[src/rtl/clkstop_pkg.sv]
package clkstop_pkg;
  localparam int DW = 8;
  localparam int AW = 2;

  localparam logic [2:0] SRC_LOCO = 3'd0;
  localparam logic [2:0] SRC_MAIN = 3'd2;
  localparam logic [2:0] SRC_PLL  = 3'd4;

  localparam logic [1:0] MON_LOCO = 2'd0;
  localparam logic [1:0] MON_MAIN = 2'd1;

  localparam logic [AW-1:0] ADDR_CTRL = 2'd0;
  localparam logic [AW-1:0] ADDR_STAT = 2'd1;
  localparam logic [AW-1:0] ADDR_SYS  = 2'd2;
  localparam logic [AW-1:0] ADDR_MON  = 2'd3;

  localparam int CTRL_EN  = 0;
  localparam int CTRL_IRQ = 1;
  localparam int CTRL_HIZ = 2;

  typedef struct packed {
    logic hiz_en;
    logic irq_en;
    logic det_en;
  } ctrl_t;

  function automatic logic clear_locked(input logic [2:0] s);
    return (s == SRC_MAIN) || (s == SRC_PLL);
  endfunction
endpackage

[src/rtl/clkstop_sync_edge.sv]
module clkstop_sync_edge #(
  parameter int STAGES = 2
) (
  input  logic clk,
  input  logic rst_n,
  input  logic lvl_in,
  output logic change
);
  localparam int LEN = STAGES + 1;
  logic [LEN-1:0] chain;

  always_ff @(posedge clk or negedge rst_n) begin
    if (!rst_n) chain <= '0;
    else        chain <= {chain[LEN-2:0], lvl_in};
  end

  assign change = chain[LEN-1] ^ chain[LEN-2];
endmodule

[src/rtl/clkstop_timeout.sv]
module clkstop_timeout #(
  parameter int LIMIT = 16
) (
  input  logic clk,
  input  logic rst_n,
  input  logic en,
  input  logic restart,
  output logic expired
);
  localparam int CW = $clog2(LIMIT + 1);
  localparam logic [CW-1:0] LIM = CW'(LIMIT);
  logic [CW-1:0] cnt;

  always_ff @(posedge clk or negedge rst_n) begin
    if (!rst_n)                cnt <= '0;
    else if (restart || !en)   cnt <= '0;
    else if (cnt != LIM)       cnt <= cnt + 1'b1;
  end

  assign expired = en && (cnt == LIM);

  assert_count_bound_R2: assert property (@(posedge clk) disable iff (!rst_n)
    cnt <= LIM);
  assert_saturate_R2: assert property (@(posedge clk) disable iff (!rst_n)
    (expired && en && !restart) |=> (cnt == LIM));
  assert_restart_R12: assert property (@(posedge clk) disable iff (!rst_n)
    restart |=> !expired);
endmodule

[src/rtl/clkstop_regs.sv]
module clkstop_regs
  import clkstop_pkg::*;
(
  input  logic          clk,
  input  logic          rst_n,
  input  logic          wr_en,
  input  logic [AW-1:0] wr_addr,
  input  logic [DW-1:0] wr_data,
  input  logic [AW-1:0] rd_addr,
  output logic [DW-1:0] rd_data,
  input  logic          stop_hit,
  output ctrl_t         ctrl,
  output logic          flag,
  output logic [2:0]    sys_sel,
  output logic [1:0]    mon_sel
);
  logic wr_ctrl, wr_stat, wr_sys, wr_mon, clr_ok;

  assign wr_ctrl = wr_en && (wr_addr == ADDR_CTRL);
  assign wr_stat = wr_en && (wr_addr == ADDR_STAT);
  assign wr_sys  = wr_en && (wr_addr == ADDR_SYS);
  assign wr_mon  = wr_en && (wr_addr == ADDR_MON);
  assign clr_ok  = wr_stat && !wr_data[0] && !clear_locked(sys_sel);

  always_ff @(posedge clk or negedge rst_n) begin
    if (!rst_n) begin
      ctrl    <= '0;
      sys_sel <= SRC_LOCO;
      mon_sel <= MON_LOCO;
    end else begin
      if (wr_ctrl) ctrl <= '{hiz_en: wr_data[CTRL_HIZ], irq_en: wr_data[CTRL_IRQ],
                             det_en: wr_data[CTRL_EN]};
      if (wr_sys)  sys_sel <= wr_data[2:0];
      if (wr_mon)  mon_sel <= wr_data[1:0];
    end
  end

  always_ff @(posedge clk or negedge rst_n) begin
    if (!rst_n)        flag <= 1'b0;
    else if (stop_hit) flag <= 1'b1;
    else if (clr_ok)   flag <= 1'b0;
  end

  always_comb begin
    rd_data = '0;
    unique case (rd_addr)
      ADDR_CTRL: rd_data[2:0] = {ctrl.hiz_en, ctrl.irq_en, ctrl.det_en};
      ADDR_STAT: rd_data[0]   = flag;
      ADDR_SYS:  rd_data[2:0] = sys_sel;
      ADDR_MON:  rd_data[1:0] = mon_sel;
      default:   rd_data      = '0;
    endcase
  end

  assert_clear_locked_R9: assert property (@(posedge clk) disable iff (!rst_n)
    (flag && clear_locked(sys_sel)) |=> flag);
  assert_flag_sticky_R5: assert property (@(posedge clk) disable iff (!rst_n)
    (flag && !wr_stat) |=> flag);
  assert_rise_needs_hit_R2: assert property (@(posedge clk) disable iff (!rst_n)
    $rose(flag) |-> $past(stop_hit));
  assert_field_kept_R6: assert property (@(posedge clk) disable iff (!rst_n)
    !$past(wr_sys) |-> $stable(sys_sel));
endmodule

[src/rtl/clkstop_guard.sv]
module clkstop_guard
  import clkstop_pkg::*;
#(
  parameter int THR         = 16,
  parameter int SYNC_STAGES = 2
) (
  input  logic          ref_clk,
  input  logic          rst_n,
  input  logic          main_clk,
  input  logic          wr_en,
  input  logic [AW-1:0] wr_addr,
  input  logic [DW-1:0] wr_data,
  input  logic [AW-1:0] rd_addr,
  output logic [DW-1:0] rd_data,
  output logic [2:0]    eff_sys_sel,
  output logic [1:0]    eff_mon_sel,
  output logic          irq,
  output logic          hiz_req
);
  logic       edge_seen, expired, flag;
  ctrl_t      ctrl;
  logic [2:0] sys_sel;
  logic [1:0] mon_sel;

  clkstop_sync_edge #(.STAGES(SYNC_STAGES)) u_sync (
    .clk(ref_clk), .rst_n(rst_n), .lvl_in(main_clk), .change(edge_seen));

  clkstop_timeout #(.LIMIT(THR)) u_tmo (
    .clk(ref_clk), .rst_n(rst_n), .en(ctrl.det_en), .restart(edge_seen),
    .expired(expired));

  clkstop_regs u_regs (
    .clk(ref_clk), .rst_n(rst_n), .wr_en(wr_en), .wr_addr(wr_addr),
    .wr_data(wr_data), .rd_addr(rd_addr), .rd_data(rd_data),
    .stop_hit(expired), .ctrl(ctrl), .flag(flag), .sys_sel(sys_sel),
    .mon_sel(mon_sel));

  always_comb begin
    eff_sys_sel = sys_sel;
    if (flag && (sys_sel == SRC_MAIN)) eff_sys_sel = SRC_LOCO;
    eff_mon_sel = mon_sel;
    if (flag && (mon_sel == MON_MAIN)) eff_mon_sel = MON_LOCO;
  end

  assign irq     = flag && ctrl.irq_en;
  assign hiz_req = flag && ctrl.hiz_en;

  assert_no_main_when_stopped_R6: assert property (@(posedge ref_clk) disable iff (!rst_n)
    flag |-> (eff_sys_sel != SRC_MAIN));
  assert_pll_kept_R7: assert property (@(posedge ref_clk) disable iff (!rst_n)
    (sys_sel == SRC_PLL) |-> (eff_sys_sel == SRC_PLL));
  assert_mon_redirect_R11: assert property (@(posedge ref_clk) disable iff (!rst_n)
    flag |-> (eff_mon_sel != MON_MAIN));
  assert_disabled_quiet_R4: assert property (@(posedge ref_clk) disable iff (!rst_n)
    !ctrl.det_en |=> !$rose(flag));
endmodule

[config.mk]
export PLATFORM = sky130hd
export DESIGN_NAME = clkstop_guard
export DESIGN_NICKNAME = d
export VERILOG_FILES = /design/src/rtl/clkstop_pkg.sv /design/src/rtl/clkstop_sync_edge.sv /design/src/rtl/clkstop_timeout.sv /design/src/rtl/clkstop_regs.sv /design/src/rtl/clkstop_guard.sv
export SDC_FILE = /design/constraint.sdc
export NUM_CORES = 1
export LEC_CHECK = 0
export CAP_MARGIN = 20
export CORE_MARGIN = 8
export CORE_UTILIZATION = 30
export DETAILED_ROUTE_END_ITERATION = 8
export PLACE_DENSITY = 0.59
export SLEW_MARGIN = 0
export SYNTH_ARGS = -nofsm -noshare
export SYNTH_HDL_FRONTEND = slang
export SYNTH_HIERARCHICAL = 1
export SYNTH_SLANG_ARGS = --single-unit
[constraint.sdc]
create_clock -name ref_clk -period 1.9 [get_ports ref_clk]
set_clock_uncertainty 0.1 [all_clocks]
set_input_delay 0.475 -clock ref_clk [delete_from_list [all_inputs] [get_ports ref_clk]]
set_output_delay 0.475 -clock ref_clk [all_outputs]
set_load 0.01 [all_outputs]
==> results.cfg, run 1 <==
[pwr]
irDropWorstVdd_mv = 0.369
seqPwrFrac_pct = 50.5
pwr-share-clk_pct = 22.3
total_leakage_power_uw = 0.000545
power_uw = 869
power_switching_uw = 252
p_per_area_nw_per_um2 = 726
internal-power_uw = 616
comb_power_share_pct = 27.2
swShare_pct = 29.0

[clock_tree]
clk-insertion-delay-late_ns = 0.29
clk_root_buffer_cell = sky130_fd_sc_hd__clkbuf_4
post_cts_hold_buffer_count = 0
clock_sinks = 17
cts_buffer_depth = 2
clock_transition_at_the_registers_of_the_reported_paths_ns = 0.10
cts_tree = yes
cts-buffers-inserted = 3
ctsHtreeMaxLevel = 1

[finish]
final_core_utilization_pct = 39.8
fillers = 310
combined_flip_flop_and_latch_cell_area_sq_um = 427
drive_gt1_share_pct = 27.5
final_nets = 121
antenna-diode-count = 0
area_taken_by_multi_input_logic_gates_sq_um = 458
layout-area-overhead-vs-synth_pct = 27.8

[worst_setup_path]
critical_path_arrival_ns = 1.31
critPathTopFamily = multiplexers
crit_chain = clkdlybuf4s15_2 > mux4_2 > buf_6
critical-path-max-stage-delay_ns = 0.50
crit_path_max_fanout = 2
startpoint_type = input pin
worstPathBufferInverterCount = 2
required_ns = 1.32
setup.reg_to_reg.worst_slack_ns = 0.34
critical-path-slowest-cell = sky130_fd_sc_hd__mux4_2
worst-setup-path-type = in2out
critPathCaptureType = output pin

[global_route]
grt_usage_pct = 8.54
grt_first_pass_wirelength_microns = 3390
grt_residual_overflow = 0
grt_max_degree = 18
antenna_violations_before_repair = 0
via_count_of_the_first_global_routing_pass = 722

[sta]
finalMaxSlewViolations = 0
fmax_ghz = 0.531
final-hold-violation-count = 0
grt_setup_unrepaired = yes
min_period_over_period_pct = 99.1
timing.slew.headroom_pct = 60.1
setup_viol = 0
fin_setup_tns_ns = 0
period_needed_ns = 1.88
worstMarginPinSlew_ns = 0.596

[synth]
yosys.area_share.simple_pct = 19.8
synthFlopType = sky130_fd_sc_hd__dfrtp_1
netlist.area_leader.share_pct = 45.5
async_reset_ff_share_pct = 100
synth_compound_area_share_pct = 3.21
synth-xor-area-share_pct = 2.81
synth_top_family_by_area = simple AND/OR/NAND/NOR gates
synthAdderAreaFrac_pct = 2.67
synth_top_cell_by_area = sky130_fd_sc_hd__dfrtp_1
total_number_of_yosys_warnings = 6
post_synth_main_area_contributors = sky130_fd_sc_hd__dfrtp_1 45%, sky130_fd_sc_hd__mux2_2 9.6%, sky130_fd_sc_hd__mux2i_1 6.4%, sky130_fd_sc_hd__buf_4 4.8%, sky130_fd_sc_hd__nand3b_1 4.8%
postSynthAreaPerCell_sq_um = 12.2
synth_top_cells_by_count = 17 x sky130_fd_sc_hd__dfrtp_1, 8 x sky130_fd_sc_hd__mux2_2, 6 x sky130_fd_sc_hd__buf_4, 6 x sky130_fd_sc_hd__mux2i_1, 6 x sky130_fd_sc_hd__nand3b_1
mux_share_of_post_synthesis_cell_area_pct = 18.4
seq_area_frac_synth_pct = 45.5
post-synth-top-count-cell = sky130_fd_sc_hd__dfrtp_1
synth_edf_count = 0
synthesized_instance_count = 77
synthDistinctLibCells = 24
syn_area_sq_um = 936
ys_ff_latch = 17

[placed_design]
final_weighted_congestion_of_routability_driven_global_placement = 0.762
hpwlAfterDp_microns = 1530
port_buffers = 20

[routing]
drc = 0
first_pass_iters = 4
post_drt_wl_per_cell_microns = 14.1
viasPerCell = 4.70
detailedRoute.firstIterationViolations = 12
route.final.wire_length_microns = 1910
routed-via-count = 634
ant_nets = 0

[run_status]
status = completed

[floorplan]
floorplan.die.width_microns = 71.9
core_sq_um = 3000
design.portCount = 31
die_height_microns = 71.9
initial_utilization_pct = 31.2
core.rowCount = 20
die_area_sq_um = 5160

[min_path]
holdCritPathClass = reg2reg

[flow_run]
drv.max_cap_violation_count = 0
-- cell families (layout without fill, tap and decap cells) --
logic type | Yosys count | count (layout)
xor+xnor | 3 | 3
simple gates | 23 | 23
mux | 15 | 15
fa+ha+maj | 2 | 2
compound gates | 4 | 4
other cells | 1 | 5
buf+inv | 12 | 33
flops | 17 | 17
-- per-stage QoR --
step | cells | hold WS, ns | setup WS (ns) | instance area, sq um
after CTS | 135 | 0.275 | 0.000873 | 1200
after global routing | 135 | 0.288 | -0.0414 | 1200
after global placement | 131 | 0.241 | -0.638 | 1180
after floorplan | 81 | 0.0794 | 0.344 | 951
final | 135 | 0.273 | 0.0171 | 1200
after detailed placement | 131 | 0.241 | -0.646 | 1180
-- placed cells by master (no fill, tap or decap), drive strengths merged, types with 3 or more instances in the layout --
cell type	count
clkdlybuf4s50	9
and2	3
dlygate4sd2	3
clkbuf	6
mux2	8
dfrtp	17
buf	7
inv	3
clkdlybuf4s15	3
or3b	3
nand3	4
nand3b	6
conb	5
mux2i	6
-- flip-flops by register name, summed over array words and instances (netlist names) --
register / cells
u_regs/flag: 1
u_tmo/cnt: 5
u_regs/mon_sel: 2
u_sync/chain: 3
u_regs/sys_sel: 3
u_regs/ctrl: 3
-- layout make-up --
class,count,area share [%]
tap,33,3.45
multi-input combinational,52,38.3
timing repair buffer,26,19.4
sequential,17,35.7
clock inverter,1,0.418
inverter,3,0.941
clock buffer,3,1.88
-- path summary, 6_finish.rpt --
check | cells past startpoint | end | start
worst min register to register | 0 | u_sync/chain[1] | u_sync/chain[0]
max in group asynchronous | 2 | u_regs/sys_sel[2] | rst_n
worst min-delay path | 0 | u_sync/chain[1] | u_sync/chain[0]
worst max register to register | 5 | u_regs/flag | u_tmo/cnt[0]
min in group asynchronous | 2 | u_sync/chain[2] | rst_n
worst max-delay path | 3 | rd_data[0] | rd_addr[0]
-- power groups by stage --
stage,clock network (uW),logic (uW),registers [uW]
after CTS,204,239,439
final,194,236,439
after global placement,0,252,445
after floorplan,0,142,437
after detailed placement,0,257,445
after global routing,222,261,446
-- worst register-to-register path, cell delays in order (launching register included) --
cell and delay (ns):
sky130_fd_sc_hd__dfrtp_1 0.43, sky130_fd_sc_hd__inv_1 0.06, sky130_fd_sc_hd__ha_1 0.20, sky130_fd_sc_hd__and4bb_4 0.23, sky130_fd_sc_hd__and2_1 0.16, sky130_fd_sc_hd__a221o_1 0.26
-- routing by layer --
layer  up-vias  part of all wire, %  global-route usage [%]
met4         0                  1.2                    4.76
met1       307                   42                    9.11
li1        312                    -                       -
met3         2                  4.8                    3.35
met5         -                    0                       0
met2        13                   52                    14.1
-- timing repair --
| action | in CTS | in global routing |
|---|---|---|
| setup endpoints to repair | 8 | 8 |
| resized for setup | 16 | 10 |
| buffers inserted | 0 | 0 |
(Power assumes the default switching activity.)
==> run 2, diff against run 1 <==
CORE_ASPECT_RATIO = 0.8   (was unset)
==> run 2 against run 1 <==
Maximum frequency is 2.5% higher. Utilization rose by 0.50 points. Worst setup slack improved by 0.047 ns. Global-route usage fell by 0.41 points. Critical path depth decreased by 1. Critical path type is now reg2out. Largest cell class unchanged. Largest power group unchanged.
==> results.cfg, run 2 (synthesis gave the netlist of run 1 again) <==
[global_route]
grt_residual_overflow = 0
grt_max_degree = 18
via_count_of_the_first_global_routing_pass = 699
antenna_violations_before_repair = 0
grt_usage_pct = 8.13
grt_first_pass_wirelength_microns = 3300

[sta]
period_needed_ns = 1.84
fin_setup_tns_ns = 0
min_period_over_period_pct = 96.6
fmax_ghz = 0.545
finalMaxSlewViolations = 0
grt_setup_unrepaired = no
final-hold-violation-count = 0
setup_viol = 0
worstMarginPinSlew_ns = 0.539
final_critical_path_setup_slack_ns = 0.0638
timing.slew.headroom_pct = 63.9

[clock_tree]
clk-insertion-delay-late_ns = 0.25
clock_transition_at_the_registers_of_the_reported_paths_ns = 0.06
clk_root_buffer_cell = sky130_fd_sc_hd__clkbuf_8
post_cts_hold_buffer_count = 0
cts_buffer_depth = 2
ctsHtreeMaxLevel = 1
clock_sinks = 17
cts_tree = yes
cts-buffers-inserted = 3

[placed_design]
place.detailed.instances = 139
port_buffers = 20
hpwlAfterDp_microns = 1530
final_weighted_congestion_of_routability_driven_global_placement = 0.728
pre_cts_slack_ns = -0.649

[routing]
viasPerCell = 4.48
first_pass_iters = 3
wl_met1_microns = 836
routed-via-count = 640
routed.top_layer = met4
drc = 0
wl_met2_microns = 937
route.final.wire_length_microns = 1860
ant_nets = 0
post_drt_wl_per_cell_microns = 13.0
detailedRoute.firstIterationViolations = 20
met3_wirelength_microns = 71

[finish]
final_cell_mix = 17 x sky130_fd_sc_hd__dfrtp_1, 9 x sky130_fd_sc_hd__clkdlybuf4s50_1, 8 x sky130_fd_sc_hd__mux2_2, 7 x sky130_fd_sc_hd__buf_4
antenna-diode-count = 0
largest_register = u_tmo/cnt
drive_gt1_share_pct = 25.2
final_nets = 122
layoutNonFillerInstCount = 143
largest_register_ffs = 5
layout_commonest_cell = sky130_fd_sc_hd__dfrtp_1
final_core_utilization_pct = 40.3
layout-area-overhead-vs-synth_pct = 31.0

[pwr]
power_uw = 940
irDropWorstVdd_mv = 0.498
total_leakage_power_uw = 0.000573
p_per_area_nw_per_um2 = 767

[worst_setup_path]
crit_path_max_fanout = 3
critPathCaptureType = output pin
worstRegToRegCells = 5
required_ns = 1.32
setup.reg_to_reg.worst_slack_ns = 0.40
worst_r2r_endpoint = u_regs/flag
critical_path_arrival_ns = 1.26
worst-setup-path-type = reg2out
startpoint_type = flop
timing.rr.start = u_tmo/cnt[0]

[floorplan]
die_height_microns = 66.0
die_area_sq_um = 5170
floorplan.die.width_microns = 78.4
design.portCount = 31
core.rowCount = 18
initial_utilization_pct = 30.8
core_sq_um = 3040

[min_path]
holdCritPathClass = reg2reg
hold_path_stages = 0
min_from = u_sync/chain[0]
worstHoldEndpoint = u_sync/chain[1]

[run_status]
status = completed

[flow_run]
drv.max_cap_violation_count = 0
run 2: worst max path at each step:
stage	slack [ns]	end	depth (start not counted)	start
after detailed placement	-0.65	rd_data[0]	3	rd_addr[0]
after global routing	0.02	eff_sys_sel[1]	4	u_regs/sys_sel[0]
after CTS	-0.03	rd_data[0]	3	rd_addr[0]
final	0.06	rd_data[0]	2	u_regs/mon_sel[0]
after global placement	-0.64	rd_data[0]	3	rd_addr[0]
after floorplan	0.34	rd_data[0]	1	rd_addr[0]
run 2: power breakdown:
part           internal [uW]  switching [uW]  total, uW  leakage (uW)
clock network            145             118        263     0.0000255
registers                403            31.7        435      0.000212
logic                    138             105        242      0.000335
run 2: routing by layer:
| metal | track usage [%] | vias to the layer above |
|---|---|---|
| met2 | 13.0 | 9 |
| met4 | 2.76 | 0 |
| met5 | 0 | - |
| met3 | 2.85 | 2 |
| li1 | - | 315 |
| met1 | 9.97 | 314 |
run 2: cell type report:
cell class	instances	area, sq um
timing repair buffer	27	235
clock buffer	3	41.3
sequential	17	425
multi-input combinational	52	458
clock inverter	1	5.00
inverter	3	11.3
fill	316	1810
tap	40	50.0
run 2: timing repair:
action / 4_1_cts / 5_1_grt
gates cloned: 0 / 0
buffers inserted: 0 / 0
gates resized for setup: 14 / 5
setup endpoints to repair: 7 / 4
run 2: per-stage QoR:
stage | instance area (sq um) | hold WS (ns)
finish | 1230 | 0.263
global route | 1230 | 0.269
floorplan | 951 | 0.0794
global placement | 1200 | 0.241
CTS | 1230 | 0.266
detailed placement | 1200 | 0.236
run 2: worst max-delay path, stage by stage, from the launching register on:
cell and delay, ns:
sky130_fd_sc_hd__dfrtp_1 0.40, sky130_fd_sc_hd__mux4_2 0.46, sky130_fd_sc_hd__buf_2 0.15
